**config.mk**
```make
export PLATFORM = sky130hd
export DESIGN_NAME = casc_timer
export DESIGN_NICKNAME = d
export VERILOG_FILES = /design/src/rtl/cascade_timer_pkg.sv /design/src/rtl/ct_slice.sv /design/src/rtl/ct_seq.sv /design/src/rtl/ct_regs.sv /design/src/rtl/casc_timer.sv
export SDC_FILE = /design/constraint.sdc
export NUM_CORES = 1
export LEC_CHECK = 0
export BUFFER_PORTS_ARGS = -buffer_cell sky130_fd_sc_hd__buf_2
export CAP_MARGIN = 20
export CELL_PAD_IN_SITES_DETAIL_PLACEMENT = 0
export CELL_PAD_IN_SITES_GLOBAL_PLACEMENT = 1
export CORE_ASPECT_RATIO = 1.75
export CORE_MARGIN = 2
export CORE_UTILIZATION = 45
export DETAILED_ROUTE_END_ITERATION = 6
export GPL_TIMING_DRIVEN = 1
export PLACE_DENSITY_LB_ADDON = 0.1
export SYNTH_ARGS = -nofsm -noshare
export SYNTH_HDL_FRONTEND = slang
export SYNTH_HIERARCHICAL = 1
export SYNTH_SLANG_ARGS = --single-unit
```
**constraint.sdc**
```tcl
create_clock -name clk -period 3.7 [get_ports clk]
set_input_delay 0.74 -clock clk [delete_from_list [all_inputs] [get_ports clk]]
set_output_delay 0.74 -clock clk [all_outputs]
set_load 0.05 [all_outputs]
```
**src/rtl/cascade_timer_pkg.sv**
```systemverilog
package cascade_timer_pkg;
  localparam int ADDR_W = 3;
  localparam int NT     = 2;

  localparam logic [ADDR_W-1:0] A_CTL1 = 3'd0;
  localparam logic [ADDR_W-1:0] A_CTL2 = 3'd1;
  localparam logic [ADDR_W-1:0] A_DAT1 = 3'd2;
  localparam logic [ADDR_W-1:0] A_DAT2 = 3'd3;
  localparam logic [ADDR_W-1:0] A_CNT1 = 3'd4;
  localparam logic [ADDR_W-1:0] A_CNT2 = 3'd5;

  // control register bit positions
  localparam int B_RUN = 0;
  localparam int B_IE  = 1;
  localparam int B_FLG = 2;
  localparam int B_CAS = 3;
endpackage

```
**src/rtl/ct_slice.sv**
```systemverilog
module ct_slice #(
  parameter int W = 8
) (
  input  logic         clk,
  input  logic         rst,
  input  logic         load,
  input  logic         clr,
  input  logic         inc,
  input  logic [W-1:0] dat,
  output logic [W-1:0] cnt,
  output logic [W-1:0] lat
);
  always_ff @(posedge clk) begin
    if (rst) begin
      cnt <= '0;
      lat <= '0;
    end else if (load || clr) begin
      cnt <= '0;
      lat <= dat;
    end else if (inc) begin
      cnt <= cnt + 1'b1;
    end
  end


  load_zero_chk: assert property (@(posedge clk) disable iff (rst)
    load |=> (cnt == '0));


  step_chk: assert property (@(posedge clk) disable iff (rst)
    (inc && !load && !clr) |=> (cnt == W'($past(cnt) + 1'b1)));
endmodule

```
**src/rtl/ct_seq.sv**
```systemverilog
module ct_seq
  import cascade_timer_pkg::*;
#(
  parameter int W = 8
) (
  input  logic                 clk,
  input  logic                 rst,
  input  logic                 tick,
  input  logic                 cas_q,
  input  logic [NT-1:0]        run_q,
  input  logic [NT-1:0]        halt,
  input  logic [NT-1:0]        load,
  input  logic [NT-1:0][W-1:0] cnt,
  input  logic [NT-1:0][W-1:0] lat,
  output logic [NT-1:0]        inc,
  output logic [NT-1:0]        clr,
  output logic [NT-1:0]        set_flg
);
  logic [NT-1:0] act;
  logic [NT-1:0] hit;
  logic [NT-1:0] inc8, clr8;
  logic          hit_wide, act_wide, low_full;

  for (genvar i = 0; i < NT; i++) begin : g_byte
    assign act[i]  = tick & run_q[i] & ~halt[i];
    assign hit[i]  = (cnt[i] == lat[i]);
    assign inc8[i] = act[i] & ~hit[i];
    assign clr8[i] = act[i] & hit[i];
  end

  assign act_wide = act[0];
  assign hit_wide = &hit;
  assign low_full = &cnt[0];

  always_comb begin
    if (cas_q) begin
      clr     = {NT{act_wide & hit_wide}};
      inc[0]  = act_wide & ~hit_wide;
      inc[1]  = act_wide & ~hit_wide & low_full;
      set_flg = {1'b0, act_wide & hit_wide};
    end else begin
      clr     = clr8;
      inc     = inc8;
      set_flg = clr8;
    end
  end


  excl0_chk: assert property (@(posedge clk) disable iff (rst)
    $onehot0({inc[0], clr[0], load[0]}));


  excl1_chk: assert property (@(posedge clk) disable iff (rst)
    $onehot0({inc[1], clr[1], load[1]}));


  cas_flag2_chk: assert property (@(posedge clk) disable iff (rst)
    cas_q |-> !set_flg[1]);
endmodule

```
**src/rtl/ct_regs.sv**
```systemverilog
module ct_regs
  import cascade_timer_pkg::*;
#(
  parameter int W = 8
) (
  input  logic                 clk,
  input  logic                 rst,
  input  logic                 wr_en,
  input  logic [ADDR_W-1:0]    wr_addr,
  input  logic [W-1:0]         wr_data,
  input  logic [ADDR_W-1:0]    rd_addr,
  input  logic [NT-1:0][W-1:0] cnt,
  input  logic [NT-1:0]        set_flg,
  output logic [NT-1:0]        run_q,
  output logic [NT-1:0]        halt,
  output logic [NT-1:0]        load,
  output logic                 cas_q,
  output logic [NT-1:0][W-1:0] dat,
  output logic [W-1:0]         rd_data,
  output logic                 irq_a,
  output logic                 irq_b
);
  logic [NT-1:0] wr_ctl, start_p;
  logic [NT-1:0] run_nx, ie_q, ie_nx, flg_q, flg_nx;
  logic          cas_nx;
  logic [W-1:0]  rd_nx;

  assign wr_ctl[0] = wr_en && (wr_addr == A_CTL1);
  assign wr_ctl[1] = wr_en && (wr_addr == A_CTL2);

  for (genvar i = 0; i < NT; i++) begin : g_ctl
    assign start_p[i] = wr_ctl[i] & wr_data[B_RUN] & ~run_q[i];
    assign halt[i]    = wr_ctl[i] & ~wr_data[B_RUN];
    assign run_nx[i]  = wr_ctl[i] ? wr_data[B_RUN] : run_q[i];
    assign ie_nx[i]   = wr_ctl[i] ? wr_data[B_IE]  : ie_q[i];
    assign flg_nx[i]  = set_flg[i] | (flg_q[i] & ~(wr_ctl[i] & ~wr_data[B_FLG]));
  end

  assign cas_nx  = wr_ctl[0] ? wr_data[B_CAS] : cas_q;
  assign load[0] = start_p[0];
  assign load[1] = cas_nx ? start_p[0] : start_p[1];

  always_ff @(posedge clk) begin
    if (rst) begin
      run_q <= '0;
      ie_q  <= '0;
      flg_q <= '0;
      cas_q <= 1'b0;
      irq_a <= 1'b0;
      irq_b <= 1'b0;
    end else begin
      run_q <= run_nx;
      ie_q  <= ie_nx;
      flg_q <= flg_nx;
      cas_q <= cas_nx;
      irq_a <= flg_nx[0] & ie_nx[0];
      irq_b <= flg_nx[1] & ie_nx[1] & ~cas_nx;
    end
  end

  always_ff @(posedge clk) begin
    if (rst) begin
      dat <= '0;
    end else if (wr_en) begin
      if (wr_addr == A_DAT1) dat[0] <= wr_data;
      if (wr_addr == A_DAT2) dat[1] <= wr_data;
    end
  end

  always_comb begin
    rd_nx = '0;
    case (rd_addr)
      A_CTL1: begin
        rd_nx[B_RUN] = run_q[0];
        rd_nx[B_IE]  = ie_q[0];
        rd_nx[B_FLG] = flg_q[0];
        rd_nx[B_CAS] = cas_q;
      end
      A_CTL2: begin
        rd_nx[B_RUN] = run_q[1];
        rd_nx[B_IE]  = ie_q[1];
        rd_nx[B_FLG] = flg_q[1];
      end
      A_DAT1:  rd_nx = dat[0];
      A_DAT2:  rd_nx = dat[1];
      A_CNT1:  rd_nx = cnt[0];
      A_CNT2:  rd_nx = cnt[1];
      default: rd_nx = '0;
    endcase
  end

  always_ff @(posedge clk) begin
    if (rst) rd_data <= '0;
    else     rd_data <= rd_nx;
  end


  flag_fall_chk: assert property (@(posedge clk) disable iff (rst)
    $fell(flg_q[0]) |-> $past(wr_ctl[0] && !wr_data[B_FLG]));


  stop_match_chk: assert property (@(posedge clk) disable iff (rst)
    (halt[0] && !flg_q[0]) |=> !flg_q[0]);


  irq_src_chk: assert property (@(posedge clk) disable iff (rst)
    $rose(irq_a) |-> (flg_q[0] && ie_q[0]));


  cas_irqb_chk: assert property (@(posedge clk) disable iff (rst)
    cas_q |-> !irq_b);
endmodule

```
**src/rtl/casc_timer.sv**
```systemverilog
module casc_timer
  import cascade_timer_pkg::*;
#(
  parameter int W = 8
) (
  input  logic              clk,
  input  logic              rst,
  input  logic              tick,
  input  logic              wr_en,
  input  logic [ADDR_W-1:0] wr_addr,
  input  logic [W-1:0]      wr_data,
  input  logic [ADDR_W-1:0] rd_addr,
  output logic [W-1:0]      rd_data,
  output logic              irq_a,
  output logic              irq_b
);
  logic [NT-1:0][W-1:0] cnt, lat, dat;
  logic [NT-1:0]        run_q, halt, load, inc, clr, set_flg;
  logic                 cas_q;

  ct_regs #(.W(W)) u_regs (
    .clk     (clk),
    .rst     (rst),
    .wr_en   (wr_en),
    .wr_addr (wr_addr),
    .wr_data (wr_data),
    .rd_addr (rd_addr),
    .cnt     (cnt),
    .set_flg (set_flg),
    .run_q   (run_q),
    .halt    (halt),
    .load    (load),
    .cas_q   (cas_q),
    .dat     (dat),
    .rd_data (rd_data),
    .irq_a   (irq_a),
    .irq_b   (irq_b)
  );

  ct_seq #(.W(W)) u_seq (
    .clk     (clk),
    .rst     (rst),
    .tick    (tick),
    .cas_q   (cas_q),
    .run_q   (run_q),
    .halt    (halt),
    .load    (load),
    .cnt     (cnt),
    .lat     (lat),
    .inc     (inc),
    .clr     (clr),
    .set_flg (set_flg)
  );

  for (genvar i = 0; i < NT; i++) begin : g_slice
    ct_slice #(.W(W)) u_slice (
      .clk  (clk),
      .rst  (rst),
      .load (load[i]),
      .clr  (clr[i]),
      .inc  (inc[i]),
      .dat  (dat[i]),
      .cnt  (cnt[i]),
      .lat  (lat[i])
    );
  end
endmodule

```
# == Yosys cells after proc, flatten, opt, wreduce, memory -nomap -nowiden ==
# Index checks and enable logic that the tools add are counted.
# classes
bitwise_logic,38
eq_ne,10
n_reduce_logical,12
muxes,10
n_addsub,2
# ops
operator,n
$and 1x1->1,24
$pmux 3 s6,1
$add 8x1->8 const B,2
$eq 8x8->1,2
$pmux 4 s4,1
$eq 3x2->1 const B,4
$not 1->1,12
$reduce_and 8->1,1
$eq 3x1->1 const B,2
$eq 3x3->1 const B,2
$logic_not 3->1,2
$mux 2,3
$reduce_and 2->1,3
$pmux 1 s5,1
$mux 1,4
$reduce_or 2->1,2
$logic_and 1x1->1,2
$logic_or 1x1->1,2
$or 1x1->1,2
# totals
wordCells,86
ff_bits,65
inputBits,18

# == Logic depth before layout (Yosys ltp) ==
# Gate-level depths: netlist of run 1.
# logic_depth
word_depth,10
mapped_depth,11
depth_no_buf,9

# == Cells and area by module ==
# The synthesis of run 1 kept the hierarchy.
# modules_own_cells
module,seq_area_each_um2,cells_each,area_per_inst_um2,instances
ct_regs,660.6,151,1462.7,1
ct_slice,320.3,74,639.4,2
ct_seq,0.0,38,329.1,1

# == Worst setup path after synthesis of run 1 ==
# OpenSTA, ideal clock, no wires.
# synth_timing
path_kind,input to register
start,input wr_addr[0]
end,register g_slice[1].u_slice.cnt[5]
path_stages,8
path_slack_ps,889
required_ps,3630
arrival_time_ps,2741
path_buffers,3
cell_sequence,or4b_1 -> buf_2 -> mux2_4 -> mux2_4 -> clkbuf_1 -> or3_1 -> buf_6 -> a21oi_1
# synth_via
word_cells_on_any_way,25
classes_between,eq/ne (1); mux (4); bitwise (15); reduce/logical (5)
# synth_lines
item,line,source
"start, declared",casc_timer.sv:10,"input logic [ADDR_W-1:0] wr_addr,"
$eq 3x1->1 or $logic_not 3->1 (tied branches),"ct_regs.sv:29, ct_regs.sv:28",
"$logic_and 1x1->1, on equally long branches","ct_regs.sv:29, ct_regs.sv:28",
$and 1x1->1 (2 in a row),ct_regs.sv:32,assign start_p[i] = wr_ctl[i] & wr_data[B_RUN] & ~run_q[i];
$mux 1 (*),ct_regs.sv:41,assign load[1] = cas_nx ? start_p[0] : start_p[1];
named net load[1],casc_timer.sv:18,"logic [NT-1:0] run_q, halt, load, inc, clr, set_flg;"
$logic_or 1x1->1 (*),ct_slice.sv:17,end else if (load || clr) begin
$reduce_or 2->1 (no source line) (*),-,
"end signal, assigned",ct_slice.sv:21,cnt <= cnt + 1'b1;
"end, declared",ct_slice.sv:10,"output logic [W-1:0] cnt,"
# The timed path passes the listed nets; every way through them passes the cells marked *.
# A chain may end at the register's enable or synchronous reset.

# == Worst setup path after layout of run 1 ==
# layout_timing
start,input wr_en
end,register g_slice[1].u_slice.cnt[7]
# layout_via
word_cells_on_any_way,23
classes_between,mux (4); bitwise (15); reduce/logical (4)
# layout_lines
item,line,source
"start, declared",casc_timer.sv:9,"input logic wr_en,"
$logic_and 1x1->1,ct_regs.sv:28,assign wr_ctl[0] = wr_en && (wr_addr == A_CTL1);
$and 1x1->1,ct_regs.sv:33,assign halt[i] = wr_ctl[i] & ~wr_data[B_RUN];
named net halt[0],casc_timer.sv:18,
$not 1->1,ct_seq.sv:25,assign act[i] = tick & run_q[i] & ~halt[i];
$and 1x1->1,ct_seq.sv:25,
$and 1x1->1 (2 in a row),ct_seq.sv:39,inc[1] = act_wide & ~hit_wide & low_full;
$mux 2,ct_seq.sv:36,if (cas_q) begin
named net inc[1],casc_timer.sv:18,
# The timed path passes the listed nets, and every way through them passes these cells.

==> results of run 1 <==
[cell type report]
| type | instances | share of cell area, % |
|---|---|---|
| Inverter | 3 | 0.320 |
| Sequential cell | 65 | 36.9 |
| Timing Repair Buffer | 31 | 4.69 |
| Multi-Input combinational cell | 247 | 46.8 |
| Clock buffer | 14 | 8.06 |
| Clock inverter | 2 | 0.284 |
| Tap cell | 82 | 2.91 |
[power groups by stage]
stage | Combinational [mW] | Clock (mW) | Sequential, mW
floorplan | 0.0476 | 0 | 0.730
finish | 0.0807 | 0.820 | 0.713
global placement | 0.0800 | 0 | 0.727
global route | 0.0879 | 0.866 | 0.713
CTS | 0.0809 | 0.838 | 0.712
detailed placement | 0.0807 | 0 | 0.727
[worst reg2reg max path: cells and delay by family, from the launching register on]
kind	cells	cell delay, ns
AOI/OAI and AO/OA	1	0.07
xor gates and xnor gates	1	0.21
DFF	1	0.55
and+or+nand+nor	5	1.61
[cell usage after synthesis, types with 2 or more instances]
cell type,instances
nor2b_1,3
a32o_1,3
nand4b_1,2
mux4_2,3
a221oi_1,3
clkbuf_2,2
xnor2_1,10
nand3b_1,2
dfxtp_1,65
mux2_4,2
nand2_1,40
buf_6,2
nor2_1,30
nor4_4,2
a211oi_1,4
nand3_1,5
mux2i_1,13
buf_4,3
mux2_2,8
or3_1,8
nand4_1,8
o21ai_0,25
a21oi_1,35
nor4bb_1,2
xor2_1,14
clkbuf_1,12
a22oi_1,4
buf_2,3
ha_1,2
inv_1,3
nand4_2,2
[state kept, by name (all words and copies together) (netlist names)]
name and count:
g_slice.u_slice/cnt 16, u_regs/rd_data 8, g_slice.u_slice/lat 16, u_regs/cas_q 1
u_regs/flg_q 2, u_regs/irq_a 1, u_regs/run_q 2, u_regs/irq_b 1
u_regs/dat 16, u_regs/ie_q 2
[per-stage QoR]
stage	power (mW)	utilization, %
CTS	1.63	53.5
finish	1.61	53.5
floorplan	0.778	-
global route	1.67	53.5
detailed placement	0.808	49.0
global placement	0.807	49.0
[worst max-delay path by stage]
stage,from,end,slack (ns),depth (start not counted)
global placement,wr_addr[0],g_slice[1].u_slice/cnt[5],0.65,6
finish,wr_en,g_slice[1].u_slice/cnt[7],0.93,10
floorplan,wr_addr[0],g_slice[1].u_slice/cnt[5],0.89,8
global route,wr_en,g_slice[1].u_slice/cnt[7],0.74,10
CTS,wr_en,g_slice[1].u_slice/cnt[7],0.95,10
detailed placement,wr_en,g_slice[1].u_slice/cnt[7],0.63,10
[logic make-up after synthesis]
group                    Yosys count  share of synthesized area (%)
flip-flops                        65                           42.4
buffers and inverters             25                           4.12
multiplexers                      26                           10.4
XOR/XNOR                          24                           6.85
AO/OA/AOI/OAI                     79                           15.0
AND/OR/NAND/NOR                  116                           20.5
adder cells (fa/ha/maj)            2                          0.815
[metal layers]
metal	GRT usage (%)	share of wire [%]	wire length, um
met1	27.3	41	3170
met3	5.17	3.4	261
met5	0	0	0
met4	10.6	2.0	154
met2	38.6	54	4160
==> qor.csv, run 1 <==
stage,metric,value,unit
run_status,status,finished clean,
critical_path,worstPathArrival,3.04,ns
global_routing,grt_pass1_wl,12.6,mm
cts,cts_max_path_buffers,2,
critical_path,cp_max_fo,6,
logic_synthesis,synth_edf_count,0,
critical_path,required,3.97,ns
logic_synthesis,synth_cell_type_count,48,
timing,timing.final.crit_share,75.0,%
floorplanning,rows,39,
finish,register_area,0.00130,mm^2
timing,timing.final.max_slew_violations,0,
finish,layout-area-overhead-vs-synth,14.8,%
logic_synthesis,synthesis.nets,357,
floorplanning,start_util,46.6,%
timing,slew_headroom,45.5,%
global_routing,grt_start_max_net_pins,33,
drt,drcViolationCount,0,
min_path,hold_path_startpoint,g_slice[0].u_slice/lat[5],
global_routing,overflow,0,
logic_synthesis,ys_seq_elements,65,
logic_synthesis,avgSynthCellArea,9.11,um^2
timing,setup_tns,0,ns
finish,final_cell_mix,"65 x dfxtp_1, 40 x nand2_1, 35 x a21oi_1",
logic_synthesis,synth-async-reset-ratio,0,%
timing,rsz0062_at_grt,false,
critical_path,r2r_cells,7,
finish,layout_commonest_cell,dfxtp_1,
min_path,hold_class,flop to flop,
critical_path,slowest_delay,0.42,ns
logic_synthesis,synthesis.area,0.00307,mm^2
logic_synthesis,yosysSeqAreaShare,42.4,%
critical_path,r2r_end,g_slice[0].u_slice/lat[3],
drt,ant_nets,0,
timing,period_needed,2.77,ns
power,ir_drop,306,uV
finish,stdcell_count,444,
critical_path,r2r_start,g_slice[0].u_slice/cnt[2],
finish,fill_cells,660,
placement,post-place-ws,0.625,ns
drt,vias_per_cell,5.59,
critical_path,crit_family,simple AND/OR/NAND/NOR gates,
global_routing,grt_antenna_before_repair,0,
cts,htree_levels,3,
placement,place_inst,428,
placement,port-buffer-count,27,
placement,place_congestion,0.787,
finish,drive_gt1_share,19.1,%
timing,setup_viol,0,
cts,clk_pin_slew,0.05,ns
power,seqPwrFrac,44.2,%
floorplanning,io_pins,28,
timing,finalWorstSetupSlack,0.927,ns
finish,multi_input_area,0.00165,mm^2
drt,firstDrtPassIters,4,
critical_path,cp.buffers_inverters,1,
power,p_int,1.26,mW
critical_path,critPathKind,input pin to flop,
min_path,min_to,g_slice[0].u_slice/lat[5],
cts,root_buffer,clkbuf_16,
timing,finalHoldViolCount,0,
min_path,worstHoldPathCells,2,
power,power_frac_comb,5.0,%
cts,post_cts_resize_count,0,
timing,worstMarginPinSlew,0.816,ns
critical_path,rrSetupSlack,1.11,ns
critical_path,crit_path_start_kind,input pin,
flow_run,drv_cap,0,
finish,antennaDiodeCount,0,
finish,final_area,0.00352,mm^2
cts,clock_latency,0.34,ns
cts,clock_sinks,65,
cts,cts_hold_buf,0,
placement,hpwl,5.72,mm
critical_path,crit_path_end_kind,flop,
finish,fin_nets,377,
critical_path,path_cells,buf_2 -> or4b_1 -> nor2_1 -> nand4b_1 -> or3_4 -> a21oi_2 -> a2bb2oi_2 -> nand4_2 -> or3_1 -> a21oi_1,
drt,routed_wirelength,7.75,mm
logic_synthesis,synth_top_area_share,42.4,%
floorplanning,die_w,66.4,um
cts,post_cts.repair.setup_buffers,0,
critical_path,crit_slowest_cell,or3_4,
global_routing,grtUsageTotal,23.0,%
placement,dpl-instance-area,0.00323,mm^2
logic_synthesis,synthTopCellsByArea,"dfxtp_1 42%, a21oi_1 5.7%, nand2_1 4.9%",
logic_synthesis,syn_inst,337,
timing,whs,0.465,ns
drt,detail_route.iter0.violations,163,
drt,vias,2482,
floorplanning,dieArea,0.00753,mm^2
cts,cts_buffers,9,
logic_synthesis,synth_area_leader_cell,dfxtp_1,
power,powerDensity,458,mW/mm^2
power,swShare,21.9,%
floorplanning,fp.coreArea,0.00659,mm^2
timing,fmax,361,MHz
logic_synthesis,synth_ff_type,dfxtp_1,
timing,skew,0.00462,ns
floorplanning,chipHeight,113,um
power,cellLeakagePower,1.34,nW
power,p_switching,354,uW
cts,cts_tree,yes,
global_routing,grt_pass1_vias,2393,
logic_synthesis,yosysWarnings,6,
drt,avgRoutedWirePerCell,17.5,um
power,p_clk_share,50.8,%
Power figures use the tool's default switching activity.
==> inputs of run 2 (changes only) <==
==> constraint.sdc (replaced) <==
create_clock -name clk -period 2.8 [get_ports clk]
set_input_delay 0.56 -clock clk [delete_from_list [all_inputs] [get_ports clk]]
set_output_delay 0.56 -clock clk [all_outputs]
set_load 0.05 [all_outputs]
==> qor.csv, run 2 (same netlist as run 1, synthesis figures left out) <==
stage,metric,value,unit,change
finish,stdcell_count,456,,+2.7%
finish,layout-area-overhead-vs-synth,17.1,%,
drt,routed_wirelength,7.71,mm,-0.53%
finish,reg_top3,"g_slice.u_slice/cnt x16, g_slice.u_slice/lat x16, u_regs/dat x16",,
timing,worstMarginPinSlew,0.705,ns,-0.111 ns
critical_path,cp_max_fo,8,,+2
placement,dpl-instance-area,0.00332,mm^2,+2.8%
timing,whs,0.463,ns,-0.00212 ns
global_routing,grt_pass1_vias,2458,,+2.7%
global_routing,grtUsageTotal,22.8,%,-0.24 points
floorplanning,chipHeight,113,um,unchanged
cts,clock_sinks,65,,unchanged
drt,detail_route.iter0.violations,213,,+31%
floorplanning,rows,39,,unchanged
timing,skew,0.00639,ns,+0.00178 ns
timing,period_needed,2.43,ns,
power,ir_drop,425,uV,+39%
flow_run,drv_cap,0,,unchanged
critical_path,worstPathArrival,2.69,ns,-0.35 ns
cts,clock_latency,0.33,ns,about the same
min_path,hold_class,flop to flop,,
critical_path,critPathKind,input pin to flop,,
finish,drive_gt1_share,21.4,%,+2.3 points
finish,fill_cells,653,,-1.1%
drt,vias,2537,,+2.2%
finish,antennaDiodeCount,0,,unchanged
placement,place_inst,440,,+2.8%
global_routing,grt_pass1_wl,12.6,mm,+0.28%
placement,hpwl,5.82,mm,+1.7%
cts,htree_levels,3,,unchanged
timing,fmax,411,MHz,
cts,post_cts.repair.setup_buffers,0,,unchanged
critical_path,crit_path_start_kind,input pin,,
timing,setup_viol,0,,unchanged
finish,layout_commonest_cell,dfxtp_1,,
run_status,status,finished clean,,
cts,post_cts_resize_count,0,,unchanged
critical_path,required,3.06,ns,-0.91 ns
drt,firstDrtPassIters,4,,unchanged
floorplanning,start_util,46.6,%,unchanged
timing,rsz0062_at_grt,false,,
cts,root_buffer,clkbuf_16,,
timing,finalHoldViolCount,0,,unchanged
drt,avgRoutedWirePerCell,16.9,um,-3.1%
finish,fin_nets,389,,+3.2%
global_routing,grt_antenna_before_repair,0,,unchanged
cts,clk_pin_slew,0.05,ns,about the same
cts,cts_buffers,9,,unchanged
floorplanning,dieArea,0.00753,mm^2,unchanged
cts,cts_max_path_buffers,2,,unchanged
finish,final_area,0.00359,mm^2,+2.0%
placement,port-buffer-count,27,,unchanged
timing,setup_tns,0,ns,unchanged
cts,cts_tree,yes,,
timing,slew_headroom,52.9,%,+7.4 points
global_routing,grt.busiest_layer,met2,,
global_routing,overflow,0,,unchanged
finish,final_cell_mix,"65 x dfxtp_1, 40 x nand2_1, 35 x a21oi_1",,
global_routing,grt_start_max_net_pins,28,,-15%
floorplanning,io_pins,28,,unchanged
power,cellLeakagePower,1.39,nW,+4.0%
floorplanning,fp.coreArea,0.00659,mm^2,unchanged
placement,place_congestion,0.790,,+0.39%
global_routing,use_met2,38.3,%,-0.33 points
global_routing,grt_use_met3,5.07,%,-0.099 points
timing,timing.final.max_slew_violations,0,,unchanged
floorplanning,die_w,66.4,um,unchanged
drt,vias_per_cell,5.56,,-0.47%
timing,timing.final.crit_share,86.8,%,
power,powerDensity,577,mW/mm^2,+26%
global_routing,use_met1,27.2,%,-0.046 points
drt,drcViolationCount,0,,unchanged
drt,ant_nets,0,,unchanged
cts,cts_hold_buf,0,,unchanged
critical_path,crit_path_end_kind,flop,,
-- run 2: changes by cell type in the layout (fill, tap and decap cells not counted) --
| cell | delta |
|---|---|
| buf_4 | +12 |
| clkbuf_8 | -2 |
| clkbuf_1 | +1 |
| clkinv_2 | +1 |
-- run 2: critical path, cell delays in order --
cell and delay [ns]:
buf_2 0.13, or4b_1 0.64, mux2_4 0.36, mux2_4 0.34, or3_1 0.49, nor2_1 0.18
-- run 2: final timing paths --
| kind | startpoint | end | slack [ns] | cells after the start |
|---|---|---|---|---|
| max | wr_addr[0] | g_slice[1].u_slice/cnt[4] | 0.37 | 6 |
| min | g_slice[0].u_slice/lat[0] | g_slice[0].u_slice/lat[0] | 0.46 | 2 |
| max reg2reg | g_slice[1].u_slice/cnt[0] | g_slice[0].u_slice/cnt[7] | 0.49 | 7 |
| min reg2reg | g_slice[0].u_slice/lat[0] | g_slice[0].u_slice/lat[0] | 0.46 | 2 |
-- run 2: layout make-up --
class / instances / area [um^2] / share of cell area [%]
Clock buffer: 13 / 260 / 7.24
Clock inverter: 3 / 15.0 / 0.418
Inverter: 3 / 11.3 / 0.313
Multi-Input combinational cell: 247 / 1650 / 45.9
Sequential cell: 65 / 1300 / 36.2
Tap cell: 82 / 103 / 2.85
Timing Repair Buffer: 43 / 255 / 7.10
-- run 2: layer usage --
metal	up-vias	wire, um
met1	1231	3220
met5	-	0
met4	0	157
li1	1263	-
met3	10	197
met2	33	4140
-- run 2: per-stage QoR --
step | power, mW | worst slack, ns | utilization, %
CTS | 2.09 | 0.387 | 54.6
global placement | 1.07 | 0.0682 | 50.4
finish | 2.07 | 0.369 | 54.6
floorplan | 1.03 | 0.169 | -
global route | 2.15 | 0.256 | 54.6
detailed placement | 1.07 | 0.0396 | 50.4
-- run 2: report_power, final --
part | switching [mW] | internal (mW)
Clock | 0.381 | 0.642
Sequential | 0.00659 | 0.936
Combinational | 0.0695 | 0.0384
Total | 0.457 | 1.62
